File: config.mk
export PLATFORM = sky130hd
export DESIGN_NAME = gpio_bank_drv
export DESIGN_NICKNAME = d
export VERILOG_FILES = /design/src/rtl/gpio_bank_pkg.sv /design/src/rtl/gpio_bank_dec.sv /design/src/rtl/gpio_bank_regs.sv /design/src/rtl/gpio_bank_sync.sv /design/src/rtl/gpio_bank_drive.sv /design/src/rtl/gpio_bank_drv.sv
export SDC_FILE = /design/constraint.sdc
export NUM_CORES = 1
export LEC_CHECK = 0
export BUFFER_PORTS_ARGS = -buffer_cell sky130_fd_sc_hd__buf_2
export CORE_UTILIZATION = 50
export DETAILED_ROUTE_END_ITERATION = 16
export PLACE_DENSITY = 0.78
export SLEW_MARGIN = 20
export SYNTH_ARGS = -nofsm -noshare
export SYNTH_HDL_FRONTEND = slang
export SYNTH_SLANG_ARGS = --single-unit
export TNS_END_PERCENT = 30
File: constraint.sdc
create_clock -name clk -period 1.5 [get_ports clk]
set_input_delay 0.15 -clock clk [delete_from_list [all_inputs] [get_ports clk]]
set_output_delay 0.15 -clock clk [all_outputs]
set_load 0.005 [all_outputs]
File: src/rtl/gpio_bank_pkg.sv
package gpio_bank_pkg;
   localparam int unsigned GB_REG_W   = 8;
   localparam int unsigned GB_WIN     = 4;
   localparam int unsigned GB_OFS_W   = $clog2(GB_WIN);

   typedef enum logic [GB_OFS_W-1:0] {
      OFS_DIR  = 2'd0,
      OFS_DOUT = 2'd1,
      OFS_DIN  = 2'd2,
      OFS_MODE = 2'd3
   } gb_ofs_e;
endpackage

File: src/rtl/gpio_bank_dec.sv
module gpio_bank_dec
   import gpio_bank_pkg::*;
#(
   parameter logic [GB_REG_W-1:0] BANK_BASE = 8'hF0,
   parameter logic [GB_REG_W-1:0] DEV_NUM   = 8'h06
) (
   input  logic [GB_REG_W-1:0] ld_sel,
   input  logic [GB_REG_W-1:0] cfg_idx,
   output logic                hit,
   output gb_ofs_e             ofs
);
   logic dev_match;
   logic win_match;

   assign dev_match = (ld_sel == DEV_NUM);
   assign win_match = (cfg_idx[GB_REG_W-1:GB_OFS_W] == BANK_BASE[GB_REG_W-1:GB_OFS_W]);
   assign hit       = dev_match && win_match;
   assign ofs       = gb_ofs_e'(cfg_idx[GB_OFS_W-1:0]);
endmodule

File: src/rtl/gpio_bank_regs.sv
module gpio_bank_regs
   import gpio_bank_pkg::*;
#(
   parameter int unsigned NUM_PINS = 8
) (
   input  logic                clk,
   input  logic                rst_n,
   input  logic                wr_en,
   input  gb_ofs_e             ofs,
   input  logic [GB_REG_W-1:0] wdata,
   output logic [NUM_PINS-1:0] dir_q,
   output logic [NUM_PINS-1:0] dout_q,
   output logic [NUM_PINS-1:0] mode_q
);
   logic [NUM_PINS-1:0] wbits;

   assign wbits = wdata[NUM_PINS-1:0];

   always_ff @(posedge clk or negedge rst_n) begin
      if (!rst_n) begin
         dir_q  <= '0;
         dout_q <= '0;
         mode_q <= '0;
      end else if (wr_en) begin
         case (ofs)
            OFS_DIR:  dir_q  <= wbits;
            OFS_DOUT: dout_q <= wbits;
            OFS_MODE: mode_q <= wbits;
            default:  ;
         endcase
      end
   end
endmodule

File: src/rtl/gpio_bank_sync.sv
module gpio_bank_sync #(
   parameter int unsigned NUM_PINS = 8,
   parameter int unsigned STAGES   = 2
) (
   input  logic                clk,
   input  logic                rst_n,
   input  logic [NUM_PINS-1:0] pin_in,
   output logic [NUM_PINS-1:0] sync_q
);
   logic [NUM_PINS-1:0] stage_q [STAGES];

   for (genvar s = 0; s < STAGES; s++) begin : g_stage
      logic [NUM_PINS-1:0] d;
      if (s == 0) begin : g_first
         assign d = pin_in;
      end else begin : g_next
         assign d = stage_q[s-1];
      end
      always_ff @(posedge clk or negedge rst_n) begin
         if (!rst_n) stage_q[s] <= '0;
         else        stage_q[s] <= d;
      end
   end

   assign sync_q = stage_q[STAGES-1];
endmodule

File: src/rtl/gpio_bank_drive.sv
module gpio_bank_drive #(
   parameter int unsigned NUM_PINS = 8
) (
   input  logic [NUM_PINS-1:0] dir_q,
   input  logic [NUM_PINS-1:0] dout_q,
   input  logic [NUM_PINS-1:0] mode_q,
   output logic [NUM_PINS-1:0] pad_oe,
   output logic [NUM_PINS-1:0] pad_out
);
   for (genvar p = 0; p < NUM_PINS; p++) begin : g_pin
      logic oe_l;
      logic val_l;
      always_comb begin
         if (!dir_q[p]) begin
            oe_l  = 1'b0;
            val_l = 1'b0;
         end else if (mode_q[p]) begin
            oe_l  = 1'b1;
            val_l = dout_q[p];
         end else begin
            oe_l  = ~dout_q[p];
            val_l = 1'b0;
         end
      end
      assign pad_oe[p]  = oe_l;
      assign pad_out[p] = val_l;
   end
endmodule

File: src/rtl/gpio_bank_drv.sv
module gpio_bank_drv
   import gpio_bank_pkg::*;
#(
   parameter logic [7:0]  BANK_BASE   = 8'hF0,
   parameter logic [7:0]  DEV_NUM     = 8'h06,
   parameter int unsigned NUM_PINS    = 8,
   parameter int unsigned SYNC_STAGES = 2
) (
   input  logic                clk,
   input  logic                rst_n,
   input  logic [7:0]          ld_sel,
   input  logic [7:0]          cfg_idx,
   input  logic                cfg_wr,
   input  logic [7:0]          cfg_wdata,
   output logic [7:0]          cfg_rdata,
   input  logic [NUM_PINS-1:0] pin_in,
   output logic [NUM_PINS-1:0] pad_oe,
   output logic [NUM_PINS-1:0] pad_out
);
   if (NUM_PINS < 1 || NUM_PINS > GB_REG_W) begin : g_bad_pins
      $error("NUM_PINS must lie in 1..8");
   end
   if (BANK_BASE[GB_OFS_W-1:0] != '0) begin : g_bad_base
      $error("BANK_BASE must be aligned to the four-byte window");
   end
   if (SYNC_STAGES < 2) begin : g_bad_sync
      $error("SYNC_STAGES must be at least 2");
   end

   logic                dec_hit;
   gb_ofs_e             dec_ofs;
   logic [NUM_PINS-1:0] dir_q;
   logic [NUM_PINS-1:0] dout_q;
   logic [NUM_PINS-1:0] mode_q;
   logic [NUM_PINS-1:0] din_q;
   logic [GB_REG_W-1:0] rd_mux;

   gpio_bank_dec #(.BANK_BASE(BANK_BASE), .DEV_NUM(DEV_NUM)) u_dec (
      .ld_sel (ld_sel),
      .cfg_idx(cfg_idx),
      .hit    (dec_hit),
      .ofs    (dec_ofs)
   );

   gpio_bank_regs #(.NUM_PINS(NUM_PINS)) u_regs (
      .clk   (clk),
      .rst_n (rst_n),
      .wr_en (cfg_wr && dec_hit),
      .ofs   (dec_ofs),
      .wdata (cfg_wdata),
      .dir_q (dir_q),
      .dout_q(dout_q),
      .mode_q(mode_q)
   );

   gpio_bank_sync #(.NUM_PINS(NUM_PINS), .STAGES(SYNC_STAGES)) u_sync (
      .clk   (clk),
      .rst_n (rst_n),
      .pin_in(pin_in),
      .sync_q(din_q)
   );

   gpio_bank_drive #(.NUM_PINS(NUM_PINS)) u_drive (
      .dir_q  (dir_q),
      .dout_q (dout_q),
      .mode_q (mode_q),
      .pad_oe (pad_oe),
      .pad_out(pad_out)
   );

   always_comb begin
      rd_mux = '0;
      if (dec_hit) begin
         case (dec_ofs)
            OFS_DIR:  rd_mux[NUM_PINS-1:0] = dir_q;
            OFS_DOUT: rd_mux[NUM_PINS-1:0] = dout_q;
            OFS_DIN:  rd_mux[NUM_PINS-1:0] = din_q;
            OFS_MODE: rd_mux[NUM_PINS-1:0] = mode_q;
            default:  rd_mux = '0;
         endcase
      end
   end

   assign cfg_rdata = rd_mux;
endmodule

# Word level (Yosys, flattened, before mapping)
# Cells that the tools add are included.
[totals]
ff_bits = 40
input_bits = 35
out_inout_bits = 24
word_cells = 58
[classes]
n_eq_ne = 5
muxes = 34
bitwise_logic = 8
n_reduce_logical = 6
[op_table]
columns = ["cell", "count"]
rows = [
  ["1-bit 2-to-1 mux", 32],
  ["8-bit case mux with 4 select lines", 1],
  ["8-bit by 3-bit equality test with 1-bit output, second input constant", 1],
  ["8-bit 2-to-1 mux", 1],
  ["1-bit inverter", 8],
  ["6-bit equality test, second input constant", 1],
  ["2-bit AND reduction", 3],
  ["2-bit equality test, second input constant", 2],
  ["2-bit by 1-bit equality test with 1-bit output, second input constant", 1],
  ["1-bit logical AND", 2],
  ["2-bit zero test", 1],
]

# Logic depth before layout (Yosys ltp)
# Gate-level depths: netlist of the first run.
[logic_depth]
ltp_word = 4
depth_mapped = 6
mapped_depth_nobuf = 4

# Cells and area by module
# From an unflattened synthesis of the first run, not the netlist that was laid out.
[unflattened]
cells_unflattened = 144
hier_area_um2 = 1894.3
[modules_own_cells]
columns = ["mod", "instances", "cells_each", "area_each_um2", "seq_area_each_um2"]
rows = [
  ["gpio_bank_regs", 1, 51, 910.9, 600.6],
  ["gpio_bank_sync", 1, 16, 400.4, 400.4],
  ["gpio_bank_drv", 1, 30, 261.5, 0.0],
  ["gpio_bank_drive", 1, 40, 260.2, 0.0],
  ["gpio_bank_dec", 1, 7, 61.3, 0.0],
]

# Worst setup path before layout of the first run
# No wires, ideal clock.
[synth_timing]
kind = "input to register"
start = "in ld_sel[0]"
end = "reg u_regs.dout_q[0]"
setup_time_ns = 0.125
arrival_ns = 1.524
required_time_ns = 1.375
setup_slack_ns = -0.149
path_stages = 6
path_buffers = 2
path_cell_list = "nor4bb_1 > nand4_1 > buf_2 > or4_4 > buf_6 > mux2_4"
[synth_via]
elab_chain_len = 4
[synth_lines]
columns = ["item", "line_no", "source"]
rows = [
  ["from (decl)", "gpio_bank_drv.sv:11", "input logic [7:0] ld_sel,"],
  ["8-bit by 3-bit equality test with 1-bit output", "gpio_bank_dec.sv:15", "assign dev_match = (ld_sel == DEV_NUM);"],
  ["1-bit logical AND", "gpio_bank_dec.sv:17", "assign hit = dev_match && win_match;"],
  ["1-bit logical AND", "gpio_bank_drv.sv:48", ".wr_en (cfg_wr && dec_hit),"],
  ["2-bit AND reduction (no source line)", "n/a", ""],
  ["to (signal assigned)", "gpio_bank_regs.sv:27", "OFS_DOUT: dout_q <= wbits;"],
  ["to (decl)", "gpio_bank_regs.sv:12", "output logic [NUM_PINS-1:0] dout_q,"],
]
# No other way between the ends.
# A chain may end at the register's enable or synchronous reset.

# Final worst setup path of the first run
[layout_timing]
start = "reg u_regs.dout_q[5]"
end = "out cfg_rdata[5]"
[layout_via]
elab_chain_len = 2
[layout_lines]
columns = ["item", "line_no", "source"]
rows = [
  ["8-bit case mux with 4 select lines", "gpio_bank_drv.sv:74", "case (dec_ofs)"],
  ["8-bit 2-to-1 mux", "gpio_bank_drv.sv:73", "if (dec_hit) begin"],
  ["to (decl)", "gpio_bank_drv.sv:15", "output logic [7:0] cfg_rdata,"],
]
# No other way between the ends.

==> impl_metrics.ini, run 1 <==
[timing]
finalHoldViolations = 0
worst_slew_pin_slew_ns = 0.2494
fin_worst_skew_ns = 0.005072
slew_headroom_pct = 83.14
setup_viol = 21
fmax_ghz = 0.6142
period_needed_ns = 1.628
setup_ws_ns = -0.1282
slew_violations = 0
rsz0062_at_grt = yes
post-route-period-util_pct = 108.5

[floorplanning]
coreArea_mm2 = 0.003661
die_h_um = 63.90
std_cell_rows = 22
die-area_mm2 = 0.004083
die_w_um = 63.90
num_io_pins = 59
initial_core_util_pct = 52.32

[drt]
viasPerCell = 5.045
drt-wirelength-per-cell_um = 14.85
antenna_left = 0
drc = 0
first_pass_iters = 4
wl_um = 3995
drt-initial-drc-count = 16
vias = 1357

[setup_path]
cp-start-kind = register
endpoint_kind = output pin
required_ns = 1.35
slowest_stage = mux4_2
crit_chain = mux4_2, and2b_1, buf_2
reg2reg_slack_ns = 0.48
critPathArrivalTime_ns = 1.48
crit_path_max_incr_delay_ns = 0.44
cp_max_fo = 2
reg2reg_depth = 3
path_class = register to output pin

[grt]
grt_pass1_wl_um = 6492
grt_remaining_overflow = 0
grt_use_total_pct = 21.50
grt_max_degree = 41
antenna_found_initial = 0
grt_pass1_vias = 1476

[clocking]
clock_sinks = 40
path_clk_slew_ns = 0.09
cts_buffers = 5
clockBufferDepth = 2
cts_htree_levels = 2
cts_tree = done
clk_latency_ns = 0.29
cts_root_buf = clkbuf_8

[logic_synthesis]
netlist.top_cell.by_area = dfrtp_1
synth_cells = 137
syn_area_mm2 = 0.001916
synth_cell_types = 22
ys_warn_count = 0
synth_area_leaders = dfrtp_1 52%, mux2_2 9.4%, mux4_2 9.4%, buf_4 6.3%, mux2_4 6.3%
yosysSeqAreaShare_pct = 52.25
syn_avg_cell_area_um2 = 13.98
yosys_register_bits = 40
syn_nets = 172
synth_top_cell_area_share_pct = 52.25

[run_status]
run_status = finished with violations
violations = negative setup slack

[cells_and_area]
area_growth_pct = 35.60
drive_above_1_share_pct = 60.63
antenna_cells = 0
nets = 255

[min_path]
worstHoldPathCells = 2
hold_class = input port to register

[place]
io_buffers = 58
gp_congestion = 0.7944
dp_hpwl_um = 2657
dp_slack_ns = -0.3448

[power_and_ir_drop]
irDropWorstVdd_v = 0.0007438
power_density_mw_per_mm2 = 774.5
power.total_mw = 2.012
power_leakage_nw = 1.423

[run]
drv_cap = 0
path summary, 6_finish.rpt:
path,endpoint,from
worst max-delay path,cfg_rdata[5],u_regs.dout_q[5]
worst min-delay path,u_regs.dout_q[1],cfg_wdata[1]
worst max register to register,u_regs.dout_q[5],u_regs.dout_q[5]
worst min register to register,u_sync.sync_q[5],u_sync.g_stage[1].d[5]
max in group asynchronous,u_sync.sync_q[5],rst_n
min in group asynchronous,u_regs.dout_q[5],rst_n
where the power goes:
part	internal (mW)	switching, mW
clock network	0.372	0.382
logic	0.0884	0.0639
registers	1.10	0.00565
cells in the mapped netlist:
| cell type | count |
|---|---|
| or3_1 | 1 |
| nand4_1 | 1 |
| buf_2 | 3 |
| mux2_4 | 8 |
| or4_1 | 1 |
| or4_4 | 1 |
| buf_4 | 16 |
| nor4bb_1 | 1 |
| and2b_1 | 7 |
| buf_6 | 1 |
| nor2_1 | 1 |
| dfrtp_1 | 40 |
| nand2_1 | 1 |
| nor4b_2 | 1 |
| mux2_2 | 16 |
| clkbuf_1 | 2 |
| and3_1 | 8 |
| a21boi_0 | 8 |
| nor2b_1 | 1 |
| and4b_1 | 1 |
| mux4_2 | 8 |
| inv_1 | 10 |
repair_timing:
item,in CTS,in global routing
endpoints found under the hold margin,48,0
resized for setup,2,7
setup buffers,15,5
hold buffers,9,0
endpoints found under the setup margin,24,31
pin swaps,1,1
cell type report:
type | instances | area [µm²]
well taps | 48 | 60.06
repair buffers | 98 | 651.9
multi-input cells | 65 | 749.5
flip-flops and latches | 40 | 1001
clock buffers | 6 | 82.58
inverters | 10 | 37.54
clock inverters | 2 | 15.01
fillers | 256 | 1064
per-stage QoR:
stage	utilization [%]	TNS (ns)	instances	hold slack, ns	area [µm²]
final	70.95	-0.9300	269	0.1099	2597
after global routing	70.95	-3.002	269	0.1011	2597
after CTS	68.87	-0.8057	264	0.1029	2521
after detailed placement	60.29	-7.619	232	0.1325	2207
after global placement	60.29	-5.295	232	0.1311	2207
after floorplan	-	-1.744	137	-0.1456	1916
sequential cells by signal, indices dropped and copies added (netlist names):
register          cells
u_regs.mode_q         8
u_sync.g_stage.d      8
u_regs.dout_q         8
u_sync.sync_q         8
u_regs.dir_q          8
critical path, delay by kind of cell, from the launching register on:
family | cells | cell delay (ns)
AND/OR/NAND/NOR | 1 | 0.19
buffers and inverters | 1 | 0.14
flip-flops | 1 | 0.40
multiplexers | 1 | 0.44
per-layer routing:
metal / vias to the layer above / global-route usage [%] / wire [µm]
met5: - / 0 / 0
met4: 0 / 9.943 / 104
met3: 10 / 6.429 / 208
met2: 54 / 36.57 / 2009
met1: 669 / 24.76 / 1672
li1: 624 / - / -
cell families after synthesis:
family	count (synthesis)	synth area share, %
mux	32	25.08
simple gates	25	9.537
compound gates	8	3.135
flops	40	52.25
buf+inv	32	9.994
cells in the final DEF (no fill, tap or decap):
cell and count:
nor2_1 1, nor2b_4 1, and2b_1 7, buf_12 1
and4b_1 1, clkinvlp_4 2, buf_2 55, dfrtp_1 40
inv_1 10, and3_1 8, mux2_4 8, a21boi_0 8
nand4_1 1, mux4_2 8, dlygate4sd3_1 9, buf_6 5
nor4b_4 1, or3_1 1, mux2_2 16, nor4bb_2 1
nand2_1 1, clkbuf_8 6, buf_4 28, or4_4 2
(Power assumes the default switching activity.)
==> run 2: changes to the inputs <==
- clock period: 1.5 -> 1.7 ns (I/O delays scaled with it)
==> run 2 against run 1 <==
  * The run ends with negative hold slack left
  * Global-route usage is 1.7 points lower
  * First-iteration DRC count grew 88%
  * Wire length decreased by 11%
  * Combinational power fell by 23%
  * Largest cell class unchanged
  * Core utilization is 6.0 points lower
  * Sequential power down 12%
  * Clock power is 2% higher
  * Largest power group unchanged
  * Flip-flop and latch count did not move
  * Die area did not move
  * Power is 7.6% lower
  * Setup slack better by 0.17 ns
==> impl_metrics.ini, run 2 (synthesized netlist as in run 1, its figures left out) <==
[run_status]
run_status = finished with violations
violations = negative hold slack

[drt]
drt-wirelength-per-cell_um = 14.43
viasPerCell = 5.077
drt-initial-drc-count = 30
vias = 1254
drc = 0
antenna_left = 0
first_pass_iters = 4
wl_um = 3564

[timing]
slew_violations = 0
period_needed_ns = 1.656
finalHoldViolations = 19
post-route-period-util_pct = 97.41
setup_ws_ns = 0.04409
rsz0062_at_grt = no
setup_viol = 0
fin_worst_hold_slack_ns = -0.01101
setup_tns_ns = 0
fmax_ghz = 0.6039
worst_slew_pin_slew_ns = 0.8709
fin_worst_skew_ns = 0.009614
slew_headroom_pct = 41.94

[cells_and_area]
area_growth_pct = 24.17
layout_common_cells = 58 x buf_2, 40 x dfrtp_1, 16 x mux2_2, 10 x inv_1, 10 x buf_4
drive_above_1_share_pct = 55.28
final-instance-count-excl-fill = 247
design_area_mm2 = 0.002379
regArea_mm2 = 0.001001
fillers = 264
nets = 233
antenna_cells = 0
final_common_cell = buf_2
utilization_pct = 64.97
multi_input_area_um2 = 723.2

[run]
drv_cap = 0

[place]
dp_hpwl_um = 2657
io_buffers = 58
dp_slack_ns = -0.1652
postPlaceCellArea_mm2 = 0.002187
gp_congestion = 0.7746
place_inst = 231

[grt]
grt_pass1_wl_um = 6037
busiest_layer = met2
grt_use_total_pct = 19.84
use_met3_pct = 5.893
grt_max_degree = 41
use_met1_pct = 24.15
antenna_found_initial = 0
met2_usage_pct = 33.78
grt_pass1_vias = 1302
grt_remaining_overflow = 0

[floorplanning]
initial_core_util_pct = 52.32
die_w_um = 63.90
num_io_pins = 59
die_h_um = 63.90
die-area_mm2 = 0.004083
std_cell_rows = 22
coreArea_mm2 = 0.003661

[setup_path]
cp-start-kind = register
critPathArrivalTime_ns = 1.49
path_class = register to output pin
cp_max_fo = 4
required_ns = 1.53
endpoint_kind = output pin

[clocking]
clockBufferDepth = 2
cts_tree = done
hold_buffers = 8
path_clk_slew_ns = 0.08
cts_buffers = 5
clk_latency_ns = 0.30
cts_htree_levels = 2
cts_resized = 0
cts_root_buf = clkbuf_8
postCtsSetupBuffers = 0
clock_sinks = 40

[min_path]
hold_class = input port to asynchronous set/reset pin

[power_and_ir_drop]
power_leakage_nw = 1.293
power.total_mw = 1.858
power_density_mw_per_mm2 = 781.3
irDropWorstVdd_v = 0.0008259
-- run 2: cell type report --
class / instances / area share (%)
clock buffers: 5 / 2.893
multi-input cells: 65 / 30.41
repair buffers: 76 / 18.73
clock inverters: 3 / 1.789
well taps: 48 / 2.525
flip-flops and latches: 40 / 42.08
inverters: 10 / 1.578
-- run 2: layer usage --
layer / wire [µm] / part of all wire (%) / up-vias
met5: 0 / 0 / -
met4: 63 / 1.8 / 0
met2: 1795 / 50 / 47
li1: - / - / 586
met3: 247 / 6.9 / 7
met1: 1458 / 41 / 614
-- run 2: final timing paths --
check / to / startpoint / slack, ns / depth (start not counted)
worst max-delay path: cfg_rdata[6] / u_regs.dout_q[6] / 0.04 / 3
worst min-delay path: u_sync.sync_q[3] / rst_n / -0.01 / 1
worst max register to register: u_regs.mode_q[4] / u_regs.mode_q[4] / 0.90 / 1
worst min register to register: u_sync.sync_q[3] / u_sync.g_stage[1].d[3] / 0.35 / 0
max in group asynchronous: u_regs.mode_q[5] / rst_n / 1.16 / 1
min in group clk: u_regs.dout_q[6] / cfg_wdata[6] / 0.13 / 2
-- run 2: power breakdown --
group | switching, mW | total (mW) | internal [mW]
clock | 0.332 | 0.767 | 0.434
combinational | 0.0519 | 0.117 | 0.0650
sequential | 0.00463 | 0.975 | 0.970
total | 0.389 | 1.86 | 1.47
-- run 2: critical path, cell delays in order (launching register included) --
cell	delay, ns
dfrtp_1	0.42
mux4_2	0.46
and2b_1	0.19
buf_2	0.13
==> run 3: changes to the inputs <==
- SETUP_SLACK_MARGIN: unset -> 0.1
==> run 3 against run 2 <==
  * The run still ends with negative hold slack left
  * Register-to-register slack worse by 0.11 ns
  * Wire length is 1.2% higher
  * Worst hold slack better by 0.0035 ns
  * Non-clock buffer count is 5 higher
  * Cell count is 2.0% higher
  * Sequential share of layout area is 0.65 points lower
  * Largest power group unchanged
  * Highest routed layer unchanged
==> impl_metrics.ini, run 3 (synthesized netlist as in run 1, its figures left out) <==
[timing]
worst_slew_pin_slew_ns = 0.8806
finalHoldViolations = 17
period_needed_ns = 1.628
rsz0062_at_grt = yes
setup_ws_ns = 0.07173
fin_worst_hold_slack_ns = -0.007553
post-route-period-util_pct = 95.78
setup_viol = 0
slew_violations = 0
slew_headroom_pct = 41.29
fin_worst_skew_ns = 0.01025
fmax_ghz = 0.6141

[floorplanning]
num_io_pins = 59
std_cell_rows = 22
die_h_um = 63.90
initial_core_util_pct = 52.32
die-area_mm2 = 0.004083
coreArea_mm2 = 0.003661
die_w_um = 63.90

[grt]
grt_max_degree = 41
antenna_found_initial = 0
grt_pass1_wl_um = 6065
grt_use_total_pct = 19.96
grt_remaining_overflow = 0
grt_pass1_vias = 1323

[drt]
vias = 1269
drc = 0
first_pass_iters = 4
drt-initial-drc-count = 18
wl_um = 3606
viasPerCell = 5.036
antenna_left = 0
drt-wirelength-per-cell_um = 14.31

[clocking]
cts_tree = done
clockBufferDepth = 2
clock_sinks = 40
cts_buffers = 5
cts_root_buf = clkbuf_8
clk_latency_ns = 0.30
cts_htree_levels = 2
path_clk_slew_ns = 0.08

[setup_path]
endpoint_kind = output pin
critPathArrivalTime_ns = 1.46
path_class = register to output pin
crit_path_max_incr_delay_ns = 0.46
slowest_stage = mux4_2
crit_chain = mux4_2, and2b_1, buf_2
cp_max_fo = 4
cp-start-kind = register
required_ns = 1.53
cp_num_buf_inv = 1
critical-path-top-delay-family = multiplexers

[power_and_ir_drop]
internal_power_mw = 1.469
p_switching_mw = 0.3879
irDropWorstVdd_v = 0.0008259
pwr-share-seq_pct = 52.5
power_leakage_nw = 1.320
power_density_mw_per_mm2 = 768.7
netSwitchingFraction_pct = 20.89
clkPwrFrac_pct = 41.2
p_comb_share_pct = 6.3

[place]
dp_slack_ns = -0.1652
io_buffers = 58
gp_congestion = 0.7746
dp_hpwl_um = 2657
place_inst = 231

[cells_and_area]
final-instance-count-excl-fill = 252
antenna_cells = 0
drive_above_1_share_pct = 56.37
area_growth_pct = 26.13
final_common_cell = buf_2
nets = 238
layout_common_cells = 58 x buf_2, 40 x dfrtp_1, 16 x mux2_2, 15 x buf_4, 10 x inv_1

[run_status]
run_status = finished with violations
violations = negative hold slack

[run]
drv_cap = 0

[min_path]
hold_class = input port to asynchronous set/reset pin
-- run 3: cell types whose count changed in the layout (fill, tap and decap cells not counted), sizes merged --
cell | previous run | this run
buf | 68 | 73
-- run 3: metal layers --
| layer | part of all wire (%) | wire length [µm] | up-vias | global-route usage (%) |
|---|---|---|---|---|
| li1 | - | - | 595 | - |
| met1 | 41 | 1478 | 620 | 24.15 |
| met2 | 51 | 1822 | 47 | 34.18 |
| met3 | 6.7 | 242 | 7 | 5.893 |
| met4 | 1.7 | 63 | 0 | 6.250 |
| met5 | 0 | 0 | - | 0 |
-- run 3: worst register-to-register path, cell delays in order (launching register included) --
cell and delay, ns:
dfrtp_1 0.41, buf_4 0.14, mux2_2 0.26
-- run 3: cell type report --
class | instances | area (µm²)
well taps | 48 | 60.06
multi-input cells | 65 | 723.2
fillers | 265 | 1245
repair buffers | 81 | 483.0
flip-flops and latches | 40 | 1001
inverters | 10 | 37.54
clock buffers | 5 | 68.82
clock inverters | 3 | 42.54
-- run 3: stage by stage --
step           instance area [µm²]  util, %  hold WS, ns  TNS [ns]  power (mW)
4_1_cts                       2394    65.38      0.01174         0       1.877
5_1_grt                       2416    65.99      0.05248         0       1.927
3_3_place_gp                  2187    59.74       0.2783   -0.8907       1.095
2_1_floorplan                 1916        -      -0.1256         0       1.024
6_report                      2416    65.99    -0.007553         0       1.857
3_5_place_dp                  2187    59.74       0.2793    -3.336       1.099
-- run 3: path summary, 6_finish.rpt --
kind,startpoint,end,slack [ns],cells past startpoint
hold / removal,rst_n,u_sync.sync_q[3],-0.008,1
setup reg to reg,u_regs.mode_q[4],u_regs.mode_q[4],0.79,2
setup / recovery,u_regs.dout_q[7],cfg_rdata[7],0.07,3
hold reg to reg,u_sync.g_stage[1].d[3],u_sync.sync_q[3],0.34,0
max in group asynchronous,rst_n,u_sync.sync_q[7],1.16,1
min in group clk,cfg_wdata[6],u_regs.dout_q[6],0.13,2
-- run 3: what timing repair did --
| action | in CTS | in global routing |
|---|---|---|
| setup buffers | 2 | 3 |
| hold endpoints to repair | 8 | 0 |
| hold buffers | 8 | 0 |
| endpoints found under the setup margin | 7 | 14 |
| resized for setup | 0 | 0 |
| gates cloned | 0 | 0 |
-- run 3: power groups by stage --
stage               clock network [mW]  registers [mW]  logic, mW
floorplan                            0           0.992     0.0320
global placement                     0           0.993      0.102
detailed placement                   0           0.993      0.106
CTS                              0.783           0.975      0.120
global route                     0.821           0.976      0.130
finish                           0.765           0.975      0.117
